--- src/rtl/nco_pkg.sv ---
package nco_pkg;

    localparam int NCO_PHASE_W = 32;
    localparam int NCO_SEG_W   = 16;

    // Number of carry-split segments in a phase word.
    function automatic int nco_seg_count(input int phase_w, input int seg_w);
        return phase_w / seg_w;
    endfunction

endpackage

--- src/rtl/nco_delay_line.sv ---
// Fixed-depth register chain with synchronous clear.
module nco_delay_line #(
    parameter int W     = 16,
    parameter int DEPTH = 1
) (
    input  logic         clk_i,
    input  logic         rst_i,
    input  logic [W-1:0] d_i,
    output logic [W-1:0] q_o
);

    logic [W-1:0] stage_q [DEPTH];

    always_ff @(posedge clk_i) begin
        if (rst_i) begin
            for (int i = 0; i < DEPTH; i++) begin
                stage_q[i] <= '0;
            end
        end else begin
            stage_q[0] <= d_i;
            for (int i = 1; i < DEPTH; i++) begin
                stage_q[i] <= stage_q[i-1];
            end
        end
    end

    assign q_o = stage_q[DEPTH-1];

endmodule

--- src/rtl/nco_seg_acc.sv ---
// One accumulator segment: sum feeds straight back; carry out is registered.
module nco_seg_acc #(
    parameter int W = 16
) (
    input  logic         clk_i,
    input  logic         rst_i,
    input  logic [W-1:0] addend_i,
    input  logic         cin_i,
    output logic [W-1:0] acc_o,
    output logic         cout_o
);

    logic [W-1:0] acc_q;
    logic         cy_q;
    logic [W:0]   sum_ext;

    always_comb begin
        sum_ext = {1'b0, acc_q} + {1'b0, addend_i} + {{W{1'b0}}, cin_i};
    end

    always_ff @(posedge clk_i) begin
        if (rst_i) begin
            acc_q <= '0;
            cy_q  <= 1'b0;
        end else begin
            acc_q <= sum_ext[W-1:0];
            cy_q  <= sum_ext[W];
        end
    end

    assign acc_o  = acc_q;
    assign cout_o = cy_q;

endmodule

--- src/rtl/nco_split_acc.sv ---
// Carry-split phase accumulator oscillator.
module nco_split_acc
    import nco_pkg::*;
#(
    parameter int PHASE_W = NCO_PHASE_W,
    parameter int SEG_W   = NCO_SEG_W
) (
    input  logic               clk_i,
    input  logic               rst_i,
    input  logic [PHASE_W-1:0] freq_i,
    output logic [PHASE_W-1:0] phase_o,
    output logic               clk_o
);

    localparam int SEGS = nco_seg_count(PHASE_W, SEG_W);

    logic [PHASE_W-1:0] freq_q;
    logic [SEG_W-1:0]   seg_add  [SEGS];
    logic [SEG_W-1:0]   seg_acc  [SEGS];
    logic [SEG_W-1:0]   seg_out  [SEGS];
    logic               seg_cin  [SEGS];
    logic               seg_cout [SEGS];

    // Holding register: a new word enters the pipeline as one unit.
    nco_delay_line #(.W(PHASE_W), .DEPTH(1)) u_hold (
        .clk_i (clk_i),
        .rst_i (rst_i),
        .d_i   (freq_i),
        .q_o   (freq_q)
    );

    for (genvar k = 0; k < SEGS; k++) begin : g_seg
        // Addend skew: segment k waits k clocks for its carry.
        if (k == 0) begin : g_add_direct
            assign seg_add[k] = freq_q[k*SEG_W +: SEG_W];
            assign seg_cin[k] = 1'b0;
        end else begin : g_add_skew
            nco_delay_line #(.W(SEG_W), .DEPTH(k)) u_add_skew (
                .clk_i (clk_i),
                .rst_i (rst_i),
                .d_i   (freq_q[k*SEG_W +: SEG_W]),
                .q_o   (seg_add[k])
            );
            assign seg_cin[k] = seg_cout[k-1];
        end

        nco_seg_acc #(.W(SEG_W)) u_seg (
            .clk_i    (clk_i),
            .rst_i    (rst_i),
            .addend_i (seg_add[k]),
            .cin_i    (seg_cin[k]),
            .acc_o    (seg_acc[k]),
            .cout_o   (seg_cout[k])
        );

        // Output deskew: lower segments wait for the top one.
        if (k == SEGS - 1) begin : g_out_direct
            assign seg_out[k] = seg_acc[k];
        end else begin : g_out_skew
            nco_delay_line #(.W(SEG_W), .DEPTH(SEGS - 1 - k)) u_out_skew (
                .clk_i (clk_i),
                .rst_i (rst_i),
                .d_i   (seg_acc[k]),
                .q_o   (seg_out[k])
            );
        end
    end

    always_comb begin
        phase_o = '0;
        for (int k = 0; k < SEGS; k++) begin
            phase_o[k*SEG_W +: SEG_W] = seg_out[k];
        end
    end

    assign clk_o = phase_o[PHASE_W-1];

endmodule

--- config.mk ---
export PLATFORM = sky130hd
export DESIGN_NAME = nco_split_acc
export DESIGN_NICKNAME = d
export VERILOG_FILES = /design/src/rtl/nco_pkg.sv /design/src/rtl/nco_delay_line.sv /design/src/rtl/nco_seg_acc.sv /design/src/rtl/nco_split_acc.sv
export SDC_FILE = /design/constraint.sdc
export NUM_CORES = 1
export LEC_CHECK = 0
export BUFFER_PORTS_ARGS = -buffer_cell sky130_fd_sc_hd__buf_2
export CORE_UTILIZATION = 25
export CTS_CLUSTER_SIZE = 12
export DETAILED_ROUTE_END_ITERATION = 10
export GPL_ROUTABILITY_DRIVEN = 0
export MAX_ROUTING_LAYER = met4
export SYNTH_ARGS = -nofsm -noshare
export SYNTH_HDL_FRONTEND = slang
export SYNTH_SLANG_ARGS = --single-unit
--- constraint.sdc ---
create_clock -name clk_i -period 3.45 [get_ports clk_i]
set_input_delay 0.345 -clock clk_i [delete_from_list [all_inputs] [get_ports clk_i]]
set_output_delay 0.345 -clock clk_i [all_outputs]
set_load 0.005 [all_outputs]
== Word level (Yosys, flattened, before mapping) ==
Memory sizes are Yosys's and may differ from the RTL's.
Cells that the tools add are included.

* Add/subtract/negate cells: 3
* Mux-type cells: 9
* Reduce and logical (&&, ||, !) cells: 3

{| class="wikitable"
|+ Operators with widths
! kind !! count
|-
| $mux 16 || 2
|-
| $mux 32 || 1
|-
| $reduce_or 16->1 || 2
|-
| $reduce_or 32->1 || 1
|-
| $add 16x16->17 || 1
|-
| $add 16x1->16 || 1
|-
| $add 16x16->16 || 1
|-
| $mux 1 || 6
|}

* Bits in registers: 33
* Bits in writable memories: 64
* Input port bits: 34
* Output and inout bits: 33
* Logic and storage cells: 21
* Memories: 3

{| class="wikitable"
|+ Memories
! name !! depth !! bits a word !! rd ports !! clocked after memory_dff !! wr ports !! line !! source
|-
| u_hold.stage_q || 1 || 32 || 1 || 0 || 1 || nco_delay_line.sv:12 || <nowiki>logic [W-1:0] stage_q [DEPTH];</nowiki>
|-
| g_seg[0].g_out_skew.u_out_skew.stage_q || 1 || 16 || 1 || 0 || 1 || nco_delay_line.sv:12 ||
|-
| g_seg[1].g_add_skew.u_add_skew.stage_q || 1 || 16 || 1 || 0 || 1 || nco_delay_line.sv:12 ||
|}

== Longest topological paths before layout ==
Gate-level depths: netlist (run 1).

* Depth after elaboration: 3
* Mapped depth: 9
* Gate-level depth less buffers: 9

== By module ==
Synthesis (run 1) repeated with hierarchy kept, for this count alone.

* Cells, all modules: 418
* Area, all modules: 4209.0 um^2

{| class="wikitable"
|+ By module, submodules not included
! module !! times used !! cells an instance !! area each (um^2) !! sequential area each (um^2)
|-
| nco_seg_acc (g_seg[1].u_seg) || 1 || 145 || 1252.5 || 340.3
|-
| nco_seg_acc (g_seg[0].u_seg) || 1 || 138 || 1153.6 || 340.3
|-
| nco_delay_line (g_seg[0].g_out_skew.u_out_skew ...) || 2 || 33 || 464.2 || 320.3
|-
| nco_delay_line (u_hold) || 1 || 67 || 863.3 || 640.6
|-
| nco_split_acc || 1 || 2 || 11.3 || 0.0
|}

== Worst setup path after synthesis (run 1) ==
Ideal clock, no wire load.

* Path type: register -> register
* Start point: register g_seg[1].u_seg.acc_q[0]
* End point: register g_seg[1].u_seg.acc_q[14]
* Library setup time: 123 ps
* Arrival: 2288 ps
* Data required time: 3327 ps
* Setup slack: 1038 ps
* Stages on the path, launching flop included: 10
* Path through: dfxtp_1 > fa_1 > inv_1 > fa_1 > nor2b_4 > o31a_1 > o22ai_4 > nor4_2 > a2111oi_4 > mux2_1

* Word-level cells in the longest chain between the ends: 2

{| class="wikitable"
|+ RTL lines
! what !! line !! source
|-
| start: declaration || nco_seg_acc.sv:13 || <nowiki>logic [W-1:0] acc_q;</nowiki>
|-
| start signal: assignment || nco_seg_acc.sv:26 || <nowiki>acc_q <= sum_ext[W-1:0];</nowiki>
|-
| $add 16x16->16 || nco_seg_acc.sv:18 || <nowiki>sum_ext = {1'b0, acc_q} + {1'b0, addend_i} + {{W{1'b0}}, cin_i};</nowiki>
|-
| $add 16x1->16 || nco_seg_acc.sv:18 ||
|}

No other way between the ends.
A chain may end at the register's enable or synchronous reset.

== Final worst setup path (run 1) ==
Ends and elaborated chain as after synthesis.

==> results of run 1 <==
flip-flops by register name, summed over array words and instances (netlist names):
| name | cells |
|---|---|
| u_hold.stage_q | 32 |
| g_seg.g_out_skew.u_out_skew.stage_q | 16 |
| g_seg.g_add_skew.u_add_skew.stage_q | 16 |
| g_seg.u_seg.cout_o | 1 |
| g_seg.u_seg.acc_o | 32 |
cells in the final DEF (no fill, tap or decap), drive strengths merged, types with 2 or more instances in the layout:
| cell | instances |
|---|---|
| o21a | 3 |
| nand2b | 2 |
| o21ai | 16 |
| fa | 3 |
| nor2b | 73 |
| inv | 6 |
| and3 | 7 |
| nor3 | 6 |
| buf | 67 |
| a21oi | 23 |
| nand4 | 4 |
| bufinv | 2 |
| o21bai | 4 |
| o31ai | 3 |
| a21o | 8 |
| a31oi | 2 |
| clkbuf | 11 |
| and2 | 2 |
| dfxtp | 97 |
| xor2 | 8 |
| nand2 | 20 |
| a211oi | 7 |
| nor2 | 28 |
| clkinv | 3 |
| nand3 | 6 |
| mux2 | 3 |
| xnor2 | 10 |
| o31a | 2 |
| ha | 30 |
| nor4 | 3 |
how the worst max path moves through the flow:
stage                                        from                        to  slack, ps  depth (start not counted)
after detailed placement  g_seg[1].u_seg.acc_o[0]  g_seg[1].u_seg.acc_o[14]        890                          9
after global placement    g_seg[1].u_seg.acc_o[0]  g_seg[1].u_seg.acc_o[14]        960                          9
after global routing      g_seg[1].u_seg.acc_o[0]  g_seg[1].u_seg.acc_o[14]        760                          9
final                     g_seg[1].u_seg.acc_o[0]  g_seg[1].u_seg.acc_o[14]        860                          9
after floorplan           g_seg[1].u_seg.acc_o[0]  g_seg[1].u_seg.acc_o[14]       1040                          9
after CTS                 g_seg[1].u_seg.acc_o[0]  g_seg[1].u_seg.acc_o[14]        860                          9
metrics by stage:
stage	setup slack, ps	power, mW	hold WS [ps]	cells
2_1_floorplan	1040	1.53	414	398
3_3_place_gp	956	1.63	419	664
3_5_place_dp	888	1.64	420	664
4_1_cts	865	2.73	183	680
5_1_grt	756	2.83	189	680
6_report	863	2.68	204	680
power by group:
group | switching, mW | leakage (nW) | internal [mW]
Sequential | 0.0383 | 0.801 | 1.21
Clock | 0.411 | 0.159 | 0.653
Combinational | 0.193 | 1.21 | 0.174
layout make-up:
type                    instances  area [sq um]  area share
clock buffers                  11           243      0.0498
clock inverters                 5          78.8      0.0162
flip-flops and latches         97          1940       0.399
well taps                     211           264      0.0542
inverters                       6          22.5     0.00462
multi-input cells             283          1980       0.406
repair buffers                 67           340      0.0699
logic make-up (layout without fill, tap and decap cells):
| logic type | after synthesis | count (layout) | synth area share |
|---|---|---|---|
| AND/OR/NAND/NOR | 154 | 154 | 0.212 |
| flip-flops | 97 | 97 | 0.486 |
| AO/OA/AOI/OAI | 75 | 75 | 0.127 |
| adder cells (fa/ha/maj) | 33 | 33 | 0.109 |
| XOR/XNOR | 18 | 18 | 0.0395 |
| buffers and inverters | 18 | 89 | 0.0179 |
| multiplexers | 3 | 3 | 0.00846 |
per-layer routing:
layer | GRT usage | vias up | share of wire
li1 | - | 1498 | -
met1 | 0.127 | 1280 | 0.50
met2 | 0.150 | 57 | 0.43
met3 | 0.0378 | 11 | 0.051
met4 | 0.0547 | 0 | 0.021
met5 | - | - | 0
==> impl_metrics.toml, run 1 <==
[outcome]
status = "finished, final reports clean"

[clocking]
ctsHtreeMaxLevel = 3
cts.sinks = 97
cts_buffers = 9
clockBufferDepth = 2
clkTransAtPathRegs_ps = 60
cts-resized-gates = 0
tritoncts = "done"
root_buffer = "clkbuf_16"
clock_latency_ps = 350
postCtsSetupRepairBufs = 0
hold_buffers = 0

[critical_path]
cpLargestDelayFamily = "compound AO/OA/AOI/OAI gates"
crit_arrival_ps = 2820
worstRegToRegCells = 9
crit_required_ps = 3680
worstSetupEndpointType = "register"
cp_slowest_cell = "fa_1"
crit_top_cell = "fa_1"
path_cells = "fa_1, inv_1, fa_1, nor2b_4, o31a_1, o22ai_4, nor4_2, a2111oi_4, mux2_1"
worst-path-buf-inv = 1
reg2reg_slack_ps = 860
r2r_start = "g_seg[1].u_seg.acc_o[0]"
worst_r2r_endpoint = "g_seg[1].u_seg.acc_o[14]"
critPathMaxFanout = 5
cp-start-kind = "register"
critPathKind = "reg2reg"
cp_slowest_stage_delay_ps = 470

[global_route]
grt_pass1_vias = 2818
grt_first_pass_wirelength_microns = 12800
antenna_found_initial = 0
gr-usage-all-layers = 0.104
overflow = 0
grt_max_degree = 80

[logic_synthesis]
async_flop_share = 0
synth-seq-area-share = 0.486
yosysMostFrequentCell = "dfxtp_1"
synthCells = 398
yosys.area.top_type_share = 0.486
synthFlopType = "dfxtp_1"
yosysUniqueCellTypes = 44
synth_edf_count = 0
synth_nets = 465
syn_area_per_cell_sq_um = 10.0
synthTopCellsByArea = "dfxtp_1 (49%), nor2b_1 (11%), ha_1 (9.4%), a21oi_1 (2.8%), nor2_1 (2.6%)"
netlist_area_sq_um = 3990
yosysTopAreaCell = "dfxtp_1"
ys_ff_latch = 97
yosys_warnings = 0
synth_common_cells = "dfxtp_1 (97), nor2b_1 (72), ha_1 (30)"

[pwr]
p_per_area_nw_per_um2 = 550
cellLeakagePower_nw = 2.17
ir_drop_uv = 231

[sta]
fin_worst_skew_ps = 5.74
post-route-period-util = 0.750
timing.final.max_slew_violations = 0
worst_pin_slew_ps = 832
rsz0062_at_grt = "no"
period_needed_ps = 2590
tns_ps = 0
fmax_ghz = 0.387
slew_headroom = 0.446
setup_viol = 0
hold_viol = 0

[cells_and_area]
diodes = 0
fin_util = 0.317
drive_gt1_frac = 0.192
syn_to_final_growth_pct = 22.0
nets = 531
fill_cells = 1617
finalInstanceArea_sq_um = 4870

[placement]
portBuffers = 66
dpl.hpwl_microns = 5510
placed_cell_area_sq_um = 4550

[routing]
drt-total-wl_microns = 7660
first_iter_violations = 124
firstDrtPassIters = 6
wl_per_cell_microns = 11.3
drtAntennaViolNets = 0
via_per_inst = 4.19
via_count = 2846
drc = 0

[worst_hold_path]
hold_class = "in2reg"
hp-start = "freq_i[21]"
hold_end = "u_hold.stage_q[0][21]"
hold_path_depth = 2

[floorplanning]
dieWidth_microns = 128
die_area_sq_um = 16500
initial_core_util = 0.260
die_h_microns = 128
coreArea_sq_um = 15400
num_rows = 45
io_pins = 67

[run]
maxCapViolCount = 0
(Power assumes the default switching activity.)
==> inputs of run 2 (changes only) <==
ABC_AREA = 1   (was default)
clock period = 2.6 ns   (was 3.45 ns; I/O delays follow)
==> run 2 against run 1 <==
Effect of this change:
- die area increased by 12%
- final area up 11%
- via count up 29%
- cell count is 38% higher
- critical endpoint is now g_seg[1].u_seg.acc_o[8]
==> impl_metrics.toml, run 2 <==
[logic_synthesis]
synthTopCellsByArea = "dfxtp_1 (43%), nand2_1 (13%), inv_1 (12%), nor2_1 (9.7%), ha_1 (8.4%)"
synth_nets = 710
synthFlopType = "dfxtp_1"
synth_common_cells = "nand2_1 (155), inv_1 (145), nor2_1 (116)"
async_flop_share = 0
netlist_area_sq_um = 4480
yosys.area.top_type_share = 0.433
yosys_warnings = 0
synthCells = 643
yosysTopAreaCell = "dfxtp_1"
syn_area_per_cell_sq_um = 6.97
synth_edf_count = 0
yosysUniqueCellTypes = 24
yosysMostFrequentCell = "nand2_1"
synth-seq-area-share = 0.433
ys_ff_latch = 97

[clocking]
clock_latency_ps = 350
cts.sinks = 97
cts_buffers = 9
ctsHtreeMaxLevel = 3
root_buffer = "clkbuf_16"
postCtsSetupRepairBufs = 0
clkTransAtPathRegs_ps = 70
hold_buffers = 0
clockBufferDepth = 2
cts-resized-gates = 0
tritoncts = "done"

[routing]
wl_per_cell_microns = 9.76
drt-total-wl_microns = 9170
drc = 0
via_per_inst = 3.92
drtAntennaViolNets = 0
firstDrtPassIters = 4
via_count = 3680
first_iter_violations = 156

[sta]
worst_pin_slew_ps = 965
fin_worst_skew_ps = 7.29
fmax_ghz = 0.530
setup_viol = 0
tns_ps = 0
period_needed_ps = 1890
slew_headroom = 0.356
post-route-period-util = 0.725
hold_viol = 0
rsz0062_at_grt = "no"
timing.final.max_slew_violations = 0

[critical_path]
crit_arrival_ps = 2080
worst-path-buf-inv = 2
critPathKind = "reg2reg"
cp_slowest_cell = "fa_1"
critPathMaxFanout = 4
cpLargestDelayFamily = "adder cells"
worstSetupEndpointType = "register"
path_cells = "fa_1, inv_1, fa_1, inv_1, nand3_1, nand3_1, a21oi_1, nand2_1, nor3b_1"
cp-start-kind = "register"
crit_required_ps = 2800
cp_slowest_stage_delay_ps = 450

[global_route]
overflow = 0
antenna_found_initial = 0
grt_max_degree = 72
grt_first_pass_wirelength_microns = 16000
grt_pass1_vias = 3585
gr-usage-all-layers = 0.114

[pwr]
p_seq_frac = 0.453
ir_drop_uv = 347
power_frac_comb = 0.138
cellLeakagePower_nw = 3.00
p_per_area_nw_per_um2 = 677
power_switching_mw = 0.916
p_int_mw = 2.73
p_sw_frac = 0.251
power_frac_clock = 0.409
power_mw = 3.64

[cells_and_area]
final_common_cell = "nand2_1"
final_cell_mix = "nand2_1 (155), inv_1 (145), nor2_1 (116)"
diodes = 0
nets = 777
syn_to_final_growth_pct = 20.1
drive_gt1_frac = 0.140

[floorplanning]
io_pins = 67
die_area_sq_um = 18500
dieWidth_microns = 136
initial_core_util = 0.257
die_h_microns = 136
num_rows = 48
coreArea_sq_um = 17400

[run]
maxCapViolCount = 0

[placement]
portBuffers = 66
dpl.hpwl_microns = 6970

[worst_hold_path]
hold_class = "in2reg"

[outcome]
status = "finished, final reports clean"
## run 2: cell count changes in the layout (fill, tap and decap cells not counted), moves of 6 or more
cell,before,now
o21ai_0,15,9
nor2_1,28,116
nand2_1,20,155
and3_1,7,0
nand2_2,0,7
a211oi_1,7,0
nor2b_1,72,0
inv_1,6,145
xor2_1,8,1
nand3_1,6,19
xnor2_1,10,1
a21oi_1,22,30
a21o_1,8,0
## run 2: cells by family after synthesis
logic type               Yosys count  share of synthesized area
AO/OA/AOI/OAI                     40                     0.0472
XOR/XNOR                           2                    0.00391
adder cells (fa/ha/maj)           33                     0.0972
buffers and inverters            160                      0.136
flip-flops                        97                      0.433
AND/OR/NAND/NOR                  311                      0.282
## run 2: path summary, 6_finish.rpt
kind	from	endpoint	slack, ps	cells past startpoint
setup reg to reg	g_seg[1].u_seg.acc_o[0]	g_seg[1].u_seg.acc_o[8]	710	9
setup / recovery	g_seg[1].u_seg.acc_o[0]	g_seg[1].u_seg.acc_o[8]	710	9
hold / removal	freq_i[8]	u_hold.stage_q[0][8]	110	3
hold reg to reg	u_hold.stage_q[0][16]	g_seg[1].g_add_skew.u_add_skew.stage_q[0][0]	400	2
## run 2: worst register-to-register path: cells and delay by family (launching register included)
| kind | cells | cell delay (ps) |
|---|---|---|
| DFF | 1 | 340 |
| adders and majority gates | 2 | 650 |
| and+or+nand+nor | 4 | 380 |
| buffers and inverters | 2 | 160 |
| AOI/OAI and AO/OA | 1 | 200 |
## run 2: stage by stage
| step | worst slack [ps] | area [sq um] | hold slack (ps) | util | cells |
|---|---|---|---|---|---|
| floorplan | 917 | 4480 | 367 | - | 643 |
| global placement | 803 | 5050 | 396 | 0.290 | 924 |
| detailed placement | 754 | 5050 | 394 | 0.290 | 924 |
| CTS | 719 | 5380 | 97.9 | 0.309 | 939 |
| global route | 533 | 5380 | 104 | 0.309 | 939 |
| finish | 715 | 5380 | 111 | 0.309 | 939 |
## run 2: cell type report
class                           count  area, sq um
Clock buffer                        9          225
Clock inverter                      6          108
Fill cell                        1966        12000
Inverter                          149          559
Multi-Input combinational cell    386         1930
Sequential cell                    97         1940
Tap cell                          225          282
Timing Repair Buffer               67          338
## run 2: per-layer routing
| metal | up-vias | GRT usage | routed length [microns] |
|---|---|---|---|
| met5 | - | - | 0 |
| met4 | 0 | 0.0352 | 102 |
| met3 | 9 | 0.0358 | 355 |
| met2 | 58 | 0.194 | 4390 |
| met1 | 1591 | 0.128 | 4320 |
| li1 | 2022 | - | - |
## run 2: power groups by stage
stage               clock [mW]  sequential (mW)  combinational, mW
finish                    1.49             1.65              0.502
global route              1.61             1.66              0.594
CTS                       1.54             1.65              0.513
detailed placement           0             1.69              0.510
global placement             0             1.69              0.504
floorplan                    0             1.68              0.358
